==> src/rtl/eac_pkg.sv <==
package eac_pkg;
  localparam int unsigned DATA_W = 16;
  localparam int unsigned ADDR_W = 7;
  localparam int unsigned EFF_W  = DATA_W + 1;

  localparam logic [ADDR_W-1:0] A_DBL   = 7'h28;
  localparam logic [ADDR_W-1:0] A_CTRL  = 7'h2A;
  localparam logic [ADDR_W-1:0] A_RATE0 = 7'h2C;
  localparam logic [ADDR_W-1:0] A_SDO   = 7'h3A;

  localparam logic [DATA_W-1:0] RATE_48K = 16'hBB80;
  localparam int unsigned       SDO_FREE_BIT = 14;

  // Address of rate register idx
  function automatic logic [ADDR_W-1:0] rate_addr(input int unsigned idx);
    return ADDR_W'(int'(A_RATE0) + 2 * int'(idx));
  endfunction

  // Effective converter rate from stored code and mode bits
  function automatic logic [EFF_W-1:0] eff_rate(input logic [DATA_W-1:0] stored,
                                                input logic vre, input logic dre);
    logic [DATA_W-1:0] base;
    base = vre ? stored : RATE_48K;
    return dre ? {base, 1'b0} : {1'b0, base};
  endfunction
endpackage

==> src/rtl/eac_ctrl_reg.sv <==
module eac_ctrl_reg
  import eac_pkg::*;
(
  input  logic              clk,
  input  logic              rst_n,
  input  logic              wr_ctrl,
  input  logic              wr_dbl,
  input  logic [DATA_W-1:0] wdata,
  output logic              vre,
  output logic              dre,
  output logic              soe,
  output logic [1:0]        slot,
  output logic [1:0]        dbl_raw,
  output logic [DATA_W-1:0] ctrl_rd,
  output logic [DATA_W-1:0] dbl_rd
);
  always_ff @(posedge clk or negedge rst_n) begin
    if (!rst_n) begin
      vre  <= 1'b0;
      dre  <= 1'b0;
      soe  <= 1'b0;
      slot <= 2'b11;
    end else if (wr_ctrl) begin
      vre  <= wdata[0];
      dre  <= wdata[1];
      soe  <= wdata[2];
      slot <= wdata[5:4];
    end
  end

  always_ff @(posedge clk or negedge rst_n) begin
    if (!rst_n)      dbl_raw <= 2'b00;
    else if (wr_dbl) dbl_raw <= wdata[5:4];
  end

  always_comb begin
    ctrl_rd      = '0;
    ctrl_rd[0]   = vre;
    ctrl_rd[1]   = dre;
    ctrl_rd[2]   = soe;
    ctrl_rd[5:4] = slot;
    dbl_rd       = '0;
    dbl_rd[5:4]  = dbl_raw;
  end
endmodule

==> src/rtl/eac_rate_bank.sv <==
module eac_rate_bank
  import eac_pkg::*;
#(
  parameter int unsigned NUM_RATES = 4
) (
  input  logic                        clk,
  input  logic                        rst_n,
  input  logic [NUM_RATES-1:0]        wr_sel,
  input  logic [DATA_W-1:0]           wdata,
  input  logic                        vre,
  input  logic                        dre,
  output logic [NUM_RATES*DATA_W-1:0] stored,
  output logic [NUM_RATES*EFF_W-1:0]  eff
);
  for (genvar g = 0; g < NUM_RATES; g++) begin : g_rate
    logic [DATA_W-1:0] val;
    always_ff @(posedge clk or negedge rst_n) begin
      if (!rst_n)         val <= RATE_48K;
      else if (wr_sel[g]) val <= wdata;
    end
    assign stored[g*DATA_W +: DATA_W] = val;
    assign eff[g*EFF_W +: EFF_W]      = eff_rate(val, vre, dre);
  end
endmodule

==> src/rtl/eac_sdo_cfg.sv <==
module eac_sdo_cfg
  import eac_pkg::*;
(
  input  logic              clk,
  input  logic              rst_n,
  input  logic              wr_hit,
  input  logic              soe,
  input  logic [DATA_W-1:0] wdata,
  output logic [DATA_W-1:0] cfg
);
  localparam logic [DATA_W-1:0] FREE_MASK = DATA_W'(1) << SDO_FREE_BIT;

  logic wr_locked;
  logic wr_open;
  assign wr_locked = wr_hit & soe;
  assign wr_open   = wr_hit & ~soe;

  always_ff @(posedge clk or negedge rst_n) begin
    if (!rst_n)         cfg <= '0;
    else if (wr_open)   cfg <= wdata;
    else if (wr_locked) cfg <= (cfg & ~FREE_MASK) | (wdata & FREE_MASK);
  end


  locked_bits_chk: assert property (@(posedge clk) disable iff (!rst_n)
    wr_locked |=> (cfg[15] == $past(cfg[15])) && (cfg[13:0] == $past(cfg[13:0])));


  free_bit_chk: assert property (@(posedge clk) disable iff (!rst_n)
    wr_hit |=> cfg[SDO_FREE_BIT] == $past(wdata[SDO_FREE_BIT]));
endmodule

==> src/rtl/ext_audio_regs.sv <==
module ext_audio_regs
  import eac_pkg::*;
#(
  parameter int unsigned NUM_RATES = 4
) (
  input  logic                       clk,
  input  logic                       rst_n,
  input  logic                       wr_en,
  input  logic                       rd_en,
  input  logic [ADDR_W-1:0]          addr,
  input  logic [DATA_W-1:0]          wdata,
  output logic [DATA_W-1:0]          rdata,
  output logic                       vra_en,
  output logic                       dra_en,
  output logic                       sdo_en,
  output logic [1:0]                 sdo_slot,
  output logic [1:0]                 dbl_slot,
  output logic [NUM_RATES*EFF_W-1:0] rate_eff,
  output logic [DATA_W-1:0]          sdo_cfg
);
  logic [NUM_RATES-1:0]        rate_hit;
  logic [NUM_RATES*DATA_W-1:0] rate_stored;
  logic [DATA_W-1:0]           ctrl_rd, dbl_rd, rd_mux;
  logic [1:0]                  dbl_raw;
  logic                        hit_ctrl, hit_dbl, hit_sdo, hit_rate, hit_any;

  assign hit_ctrl = (addr == A_CTRL);
  assign hit_dbl  = (addr == A_DBL);
  assign hit_sdo  = (addr == A_SDO);
  for (genvar g = 0; g < NUM_RATES; g++) begin : g_dec
    assign rate_hit[g] = (addr == rate_addr(g));
  end
  assign hit_rate = |rate_hit;
  assign hit_any  = hit_ctrl | hit_dbl | hit_sdo | hit_rate;

  eac_ctrl_reg u_ctrl (
    .clk     (clk),
    .rst_n   (rst_n),
    .wr_ctrl (wr_en & hit_ctrl),
    .wr_dbl  (wr_en & hit_dbl),
    .wdata   (wdata),
    .vre     (vra_en),
    .dre     (dra_en),
    .soe     (sdo_en),
    .slot    (sdo_slot),
    .dbl_raw (dbl_raw),
    .ctrl_rd (ctrl_rd),
    .dbl_rd  (dbl_rd)
  );

  eac_rate_bank #(.NUM_RATES(NUM_RATES)) u_rates (
    .clk    (clk),
    .rst_n  (rst_n),
    .wr_sel (rate_hit & {NUM_RATES{wr_en}}),
    .wdata  (wdata),
    .vre    (vra_en),
    .dre    (dra_en),
    .stored (rate_stored),
    .eff    (rate_eff)
  );

  eac_sdo_cfg u_sdo (
    .clk    (clk),
    .rst_n  (rst_n),
    .wr_hit (wr_en & hit_sdo),
    .soe    (sdo_en),
    .wdata  (wdata),
    .cfg    (sdo_cfg)
  );

  assign dbl_slot = dra_en ? 2'b00 : dbl_raw;

  always_comb begin
    rd_mux = '0;
    if (hit_ctrl) rd_mux = ctrl_rd;
    if (hit_dbl)  rd_mux = dbl_rd;
    if (hit_sdo)  rd_mux = sdo_cfg;
    for (int i = 0; i < NUM_RATES; i++) begin
      if (rate_hit[i]) rd_mux = vra_en ? rate_stored[i*DATA_W +: DATA_W] : RATE_48K;
    end
  end

  always_ff @(posedge clk or negedge rst_n) begin
    if (!rst_n)     rdata <= '0;
    else if (rd_en) rdata <= rd_mux;
  end


  rate_forced_chk: assert property (@(posedge clk) disable iff (!rst_n)
    (rd_en && hit_rate && !vra_en) |=> rdata == RATE_48K);


  unmapped_zero_chk: assert property (@(posedge clk) disable iff (!rst_n)
    (rd_en && !hit_any) |=> rdata == '0);


  ctrl_reserved_chk: assert property (@(posedge clk) disable iff (!rst_n)
    (rd_en && hit_ctrl) |=> (rdata[3] == 1'b0) && (rdata[15:6] == '0));


  dbl_masked_chk: assert property (@(posedge clk) disable iff (!rst_n)
    dra_en |-> dbl_slot == 2'b00);


  rdata_hold_chk: assert property (@(posedge clk) disable iff (!rst_n)
    !rd_en |=> $stable(rdata));
endmodule

==> config.mk <==
export PLATFORM = sky130hd
export DESIGN_NAME = ext_audio_regs
export DESIGN_NICKNAME = d
export VERILOG_FILES = /design/src/rtl/eac_pkg.sv /design/src/rtl/eac_ctrl_reg.sv /design/src/rtl/eac_rate_bank.sv /design/src/rtl/eac_sdo_cfg.sv /design/src/rtl/ext_audio_regs.sv
export SDC_FILE = /design/constraint.sdc
export NUM_CORES = 1
export LEC_CHECK = 0
export BUFFER_PORTS_ARGS = -buffer_cell sky130_fd_sc_hd__buf_2
export CAP_MARGIN = 20
export CORE_ASPECT_RATIO = 0.5
export CORE_MARGIN = 5
export CORE_UTILIZATION = 61
export CTS_BUF_LIST = sky130_fd_sc_hd__clkbuf_8
export DETAILED_ROUTE_END_ITERATION = 8
export HOLD_SLACK_MARGIN = 0.03
export PLACE_DENSITY = 0.88
export SETUP_SLACK_MARGIN = 0.5
export SKIP_LAST_GASP = 1
export SYNTH_ARGS = -nofsm -noshare
export SYNTH_HDL_FRONTEND = slang
export SYNTH_SLANG_ARGS = --single-unit
==> constraint.sdc <==
create_clock -name clk -period 4.5 [get_ports clk]
set_input_delay 0.225 -clock clk [delete_from_list [all_inputs] [get_ports clk]]
set_output_delay 0.225 -clock clk [all_outputs]
set_load 0.02 [all_outputs]
; ---- Word level (Yosys, flattened, before mapping)
; Cells that the tools add are included.
[word_totals]
regBits = 103
input_bits = 27
output_inout_bits = 107
elab_cells = 45
[op_classes]
n_eq_ne = 7
n_mux = 18
n_bitwise = 8
n_reduce_logical = 1
[ops]
columns = cell, count
row1 = two-way mux 16 bit, 11
row2 = two-way mux 17 bit, 4
row3 = "== test 7 x 6 -> 1 bit, second input constant", 7
row4 = bitwise OR 16 x 15 -> 16 bit, 1
row5 = two-way mux 6 bit, 2
row6 = bitwise AND 1 bit, 5
row7 = bitwise AND 4 bit, 1
row8 = two-way mux 2 bit, 1
row9 = nonzero test 2 bit, 1
row10 = NOT 1 bit, 1

; ---- Logic depth before layout (Yosys ltp)
[logic_depth]
word_depth = 8
ltp_mapped = 8

; ---- Hierarchy
; A second synthesis with hierarchy kept.
[hier_totals]
hier_cells = 619
hier_area_um2 = 6565.0
[modules_own_cells]
columns = module, instances, cells_each, area_each_um2, seq_area_each_um2
row1 = eac_rate_bank, 1, 305, 3488.3, 1636.6
row2 = ext_audio_regs, 1, 232, 1920.6, 400.4
row3 = eac_sdo_cfg, 1, 35, 655.6, 400.4
row4 = eac_ctrl_reg, 1, 47, 500.5, 177.7

; ---- Least setup slack after synthesis
; Ideal clock, no wire load.
[synth_path]
path_kind = flip-flop to output port
start = register u_ctrl.dre
end = output rate_eff[28]
arrival_ns = 1.725
path_slack_ns = 2.550
path_stages_with_launch = 6
n_path_buf = 3
cell_sequence = dfrtp_1 clkbuf_1 clkbuf_1 clkbuf_1 nor2_1 a21oi_1
[synth_between]
elab_chain_len = 1
[synth_rtl]
columns = item, line
row1 = from (decl), eac_ctrl_reg.sv:10  ; output logic dre,
row2 = from (signal assigned), eac_ctrl_reg.sv:25  ; dre <= wdata[1];
row3 = two-way mux 17 bit, eac_pkg.sv:24  ; return dre ? {base, 1'b0} : {1'b0, base};
row4 = to (decl), ext_audio_regs.sv:18  ; output logic [NUM_RATES*EFF_W-1:0] rate_eff,
; Every way passes these cells.

; ---- Worst setup path in the final report
[layout_path]
start = register u_ctrl.vre
end = output rate_eff[14]
[layout_between]
elab_chain_len = 2
[layout_rtl]
columns = item, line
row1 = from (decl), eac_ctrl_reg.sv:9  ; output logic vre,
row2 = from (signal assigned), eac_ctrl_reg.sv:24  ; vre <= wdata[0];
row3 = two-way mux 16 bit, eac_pkg.sv:23  ; base = vre ? stored : RATE_48K;
row4 = two-way mux 17 bit, eac_pkg.sv:24
; Every way passes these cells.

==> flow_summary.toml <==
[logic_synthesis]
synth_seq_cells = 103
yosys_warnings = 0
yosysTopAreaCell = "dfrtp_1"
synth_cell_types = 53
ys_top_cells_by_area = "dfrtp_1, mux2_2, dfstp_2"
synth.avg_cell_area_sq_um = 10.7
synthesis.instances = 562
synth_top_area_share_pct = 30.5
synth.cell_area_sq_um = 5990
synth.net_count = 589
synth_seq_area_share_pct = 43.7

[power]
p_comb_share_pct = 19.8
switchingPower_w = 0.000687
seqPwrFrac_pct = 50.9
internal_power_w = 0.00149
ir_drop_v = 0.000200
leakage_nw = 3.14
clkPwrFrac_pct = 29.4
p_per_area_nw_per_um2 = 318
p_sw_share_pct = 31.5

[cts]
root_buffer = "clkbuf_8"
ctsResizeCount = 0
postCtsSetupBuffers = 0
cts_htree_levels = 3
cts_buffers = 9
clock-sinks = 103
cts_max_path_buffers = 2
cts_tree = "built"
clkTransAtPathRegs_ps = 100
worstSkewPairLatency_ps = 390

[job]
max_cap_violations = 0

[place]
dp_hpwl_mm = 11.5
dp.cells = 789
dp_slack_ps = 1960
gp_congestion = 0.866
portBuffers = 133

[cells_and_area]
area_growth_pct = 14.1
final_layout_size_suffix_gt1_share_pct = 43.8
nNetsFinal = 693
instances_no_fill = 806
final_util_pct = 71.9
n_antenna_cell = 0

[timing]
tightestPinTransition_ps = 1120
setup_ws_ps = 1950
period_minus_slack_ps = 2550
slew_headroom_pct = 25.5
final-hold-violation-count = 0
drv_slew = 0
period_share_pct = 56.7
fin_skew_ps = 7.05
setup_viol = 0
fin_tns_setup_ps = 0
rsz0062_at_grt = "no"
max_freq_ghz = 0.392

[setup_path]
critPathKind = "register to primary output"
r2r_setup_slack_ps = 2170
worst-path-max-fanout = 107
cpPeakStageDelay_ps = 750
worstPathRequired_ps = 4280
worst_r2r_path_depth = 6
worst_path_dominant_cell_family = "buffers and inverters"
slowest_stage = "buf_4"
r2r-start = "u_ctrl.vre$_DFFE_PN0P_"
cp_num_cells = 5
critPathLaunchType = "register"
path_buf_inv = 2
path_cells = "buf_4, nand2b_1, nand2_1, o21ai_0, buf_2"
end_kind = "primary output"
crit_arrival_ps = 2330
r2r_end = "rdata[13]$_DFFE_PN0P_"

[floorplanning]
dieArea_sq_um = 12000
coreArea_sq_um = 9510
rows = 25
die_width_um = 150
ios = 134
fp.dieH_um = 80.1
initial_utilization_pct = 63.0

[detailed_routing]
via_per_inst = 6.22
wl_mm = 17.0
drt-pass1-iter-count = 6
vias = 5010
drt_iter0_drc = 591
drcViolationCount = 0
wl_per_cell_um = 21.1
ant_nets = 0

[global_routing]
gr-usage-all-layers_pct = 28.9
grt_pass1_vias = 4959
grt_pass1_wl_mm = 26.8
grt_overflow = 0
antenna_found_initial = 0
grt_start_max_net_pins = 108

[hold_path]
hold_end = "u_rates.g_rate[2].val[9]$_DFFE_PN1P_"
min_path_cells = 2
hp-class = "input pin to register"
min_from = "wdata[9]"

[outcome]
status = "complete, no violations"
==> worst max-delay path by stage <==
stage | from | end | slack [ps]
2_1_floorplan | u_ctrl.dre$_DFFE_PN0P_ | rate_eff[28] | 2550
3_3_place_gp | addr[1] | u_sdo.cfg[8]$_DFFE_PN0P_ | 2030
3_5_place_dp | addr[1] | u_sdo.cfg[0]$_DFFE_PN0P_ | 1960
4_1_cts | u_ctrl.vre$_DFFE_PN0P_ | rate_eff[10] | 2020
5_1_grt | u_ctrl.vre$_DFFE_PN0P_ | rate_eff[14] | 1810
6_report | u_ctrl.vre$_DFFE_PN0P_ | rate_eff[14] | 1950
==> power by group through the flow <==
stage / Combinational, W / Clock (W) / Sequential, W
5_1_grt: 0.000464 / 0.000678 / 0.00112
2_1_floorplan: 0.000276 / 0 / 0.00110
6_report: 0.000430 / 0.000640 / 0.00111
3_3_place_gp: 0.000417 / 0 / 0.00112
4_1_cts: 0.000430 / 0.000643 / 0.00110
3_5_place_dp: 0.000428 / 0 / 0.00112
==> synthesized netlist by cell type (all sizes together) <==
library cell  instances
nor3b                 2
a311oi                2
and4                  1
o22ai                 2
o21ai                37
nand2b               18
nand4b                1
o211ai                5
a222oi                7
a221oi                1
nor3                  2
clkbuf               19
and2                  7
o211a                 1
nor2                 18
a32o                  4
nor2b                36
inv                   5
nand3                18
buf                  25
o221ai                2
o31ai                 4
a31oi                 2
o32ai                 2
dfstp                30
nand4                 5
mux2i                40
and3                  7
a31o                  4
a21oi                25
o221a                 1
mux2                 92
a22oi                 3
clkinv                1
or3b                  1
dfrtp                73
and4bb                1
nand2                58
==> layout make-up <==
class	count	area, sq um
clock buffers	12	165
multi-input cells	409	3110
repair buffers	137	701
clock inverters	4	52.6
inverters	6	22.5
fillers	734	2670
flip-flops and latches	103	2620
well taps	135	169
==> layer usage <==
layer / global-route usage, % / vias to the layer above / wire, um
met4: 10.5 / 0 / 348
met5: 0 / - / 0
li1: - / 2225 / -
met3: 7.44 / 46 / 1680
met1: 40.2 / 2438 / 7520
met2: 44.1 / 301 / 7450
==> stage by stage <==
stage | area, sq um | hold WS [ps] | power, W
after detailed placement | 6610 | 347 | 0.00155
after global routing | 6840 | 116 | 0.00226
final | 6840 | 123 | 0.00218
after CTS | 6840 | 112 | 0.00218
after global placement | 6610 | 334 | 0.00153
after floorplan | 5990 | -70.6 | 0.00138
==> layout by cell type, fill, tap and decap left out, types with 15 or more instances in the layout <==
| cell type | n |
|---|---|
| nand2_1 | 55 |
| dfstp_2 | 30 |
| mux2_2 | 81 |
| nor2_1 | 15 |
| a21oi_1 | 25 |
| nand3_1 | 16 |
| buf_2 | 132 |
| nand2b_1 | 18 |
| o21ai_0 | 33 |
| nor2b_1 | 35 |
| dfrtp_1 | 71 |
| mux2i_1 | 40 |
==> timing repair <==
action	in CTS	in global routing
endpoints found under the setup margin	0	0
hold buffers	1	0
hold endpoints to repair	34	0
==> sequential cells by signal (all words and copies together) (netlist names) <==
register	count
rdata	16
u_ctrl.dbl_raw	2
u_ctrl.dre	1
u_ctrl.slot	2
u_ctrl.soe	1
u_ctrl.vre	1
u_rates.g_rate.val	64
u_sdo.cfg	16
==> cell families (layout without fill, tap and decap cells) <==
family,Yosys count,after routing,share of synthesized area [%]
AOI/OAI and AO/OA,102,102,11.0
and+or+nand+nor,175,175,16.2
buffers and inverters,50,159,4.49
DFF,103,103,43.7
muxes,132,132,24.6
No activity file was read; power rests on OpenSTA's default activity.
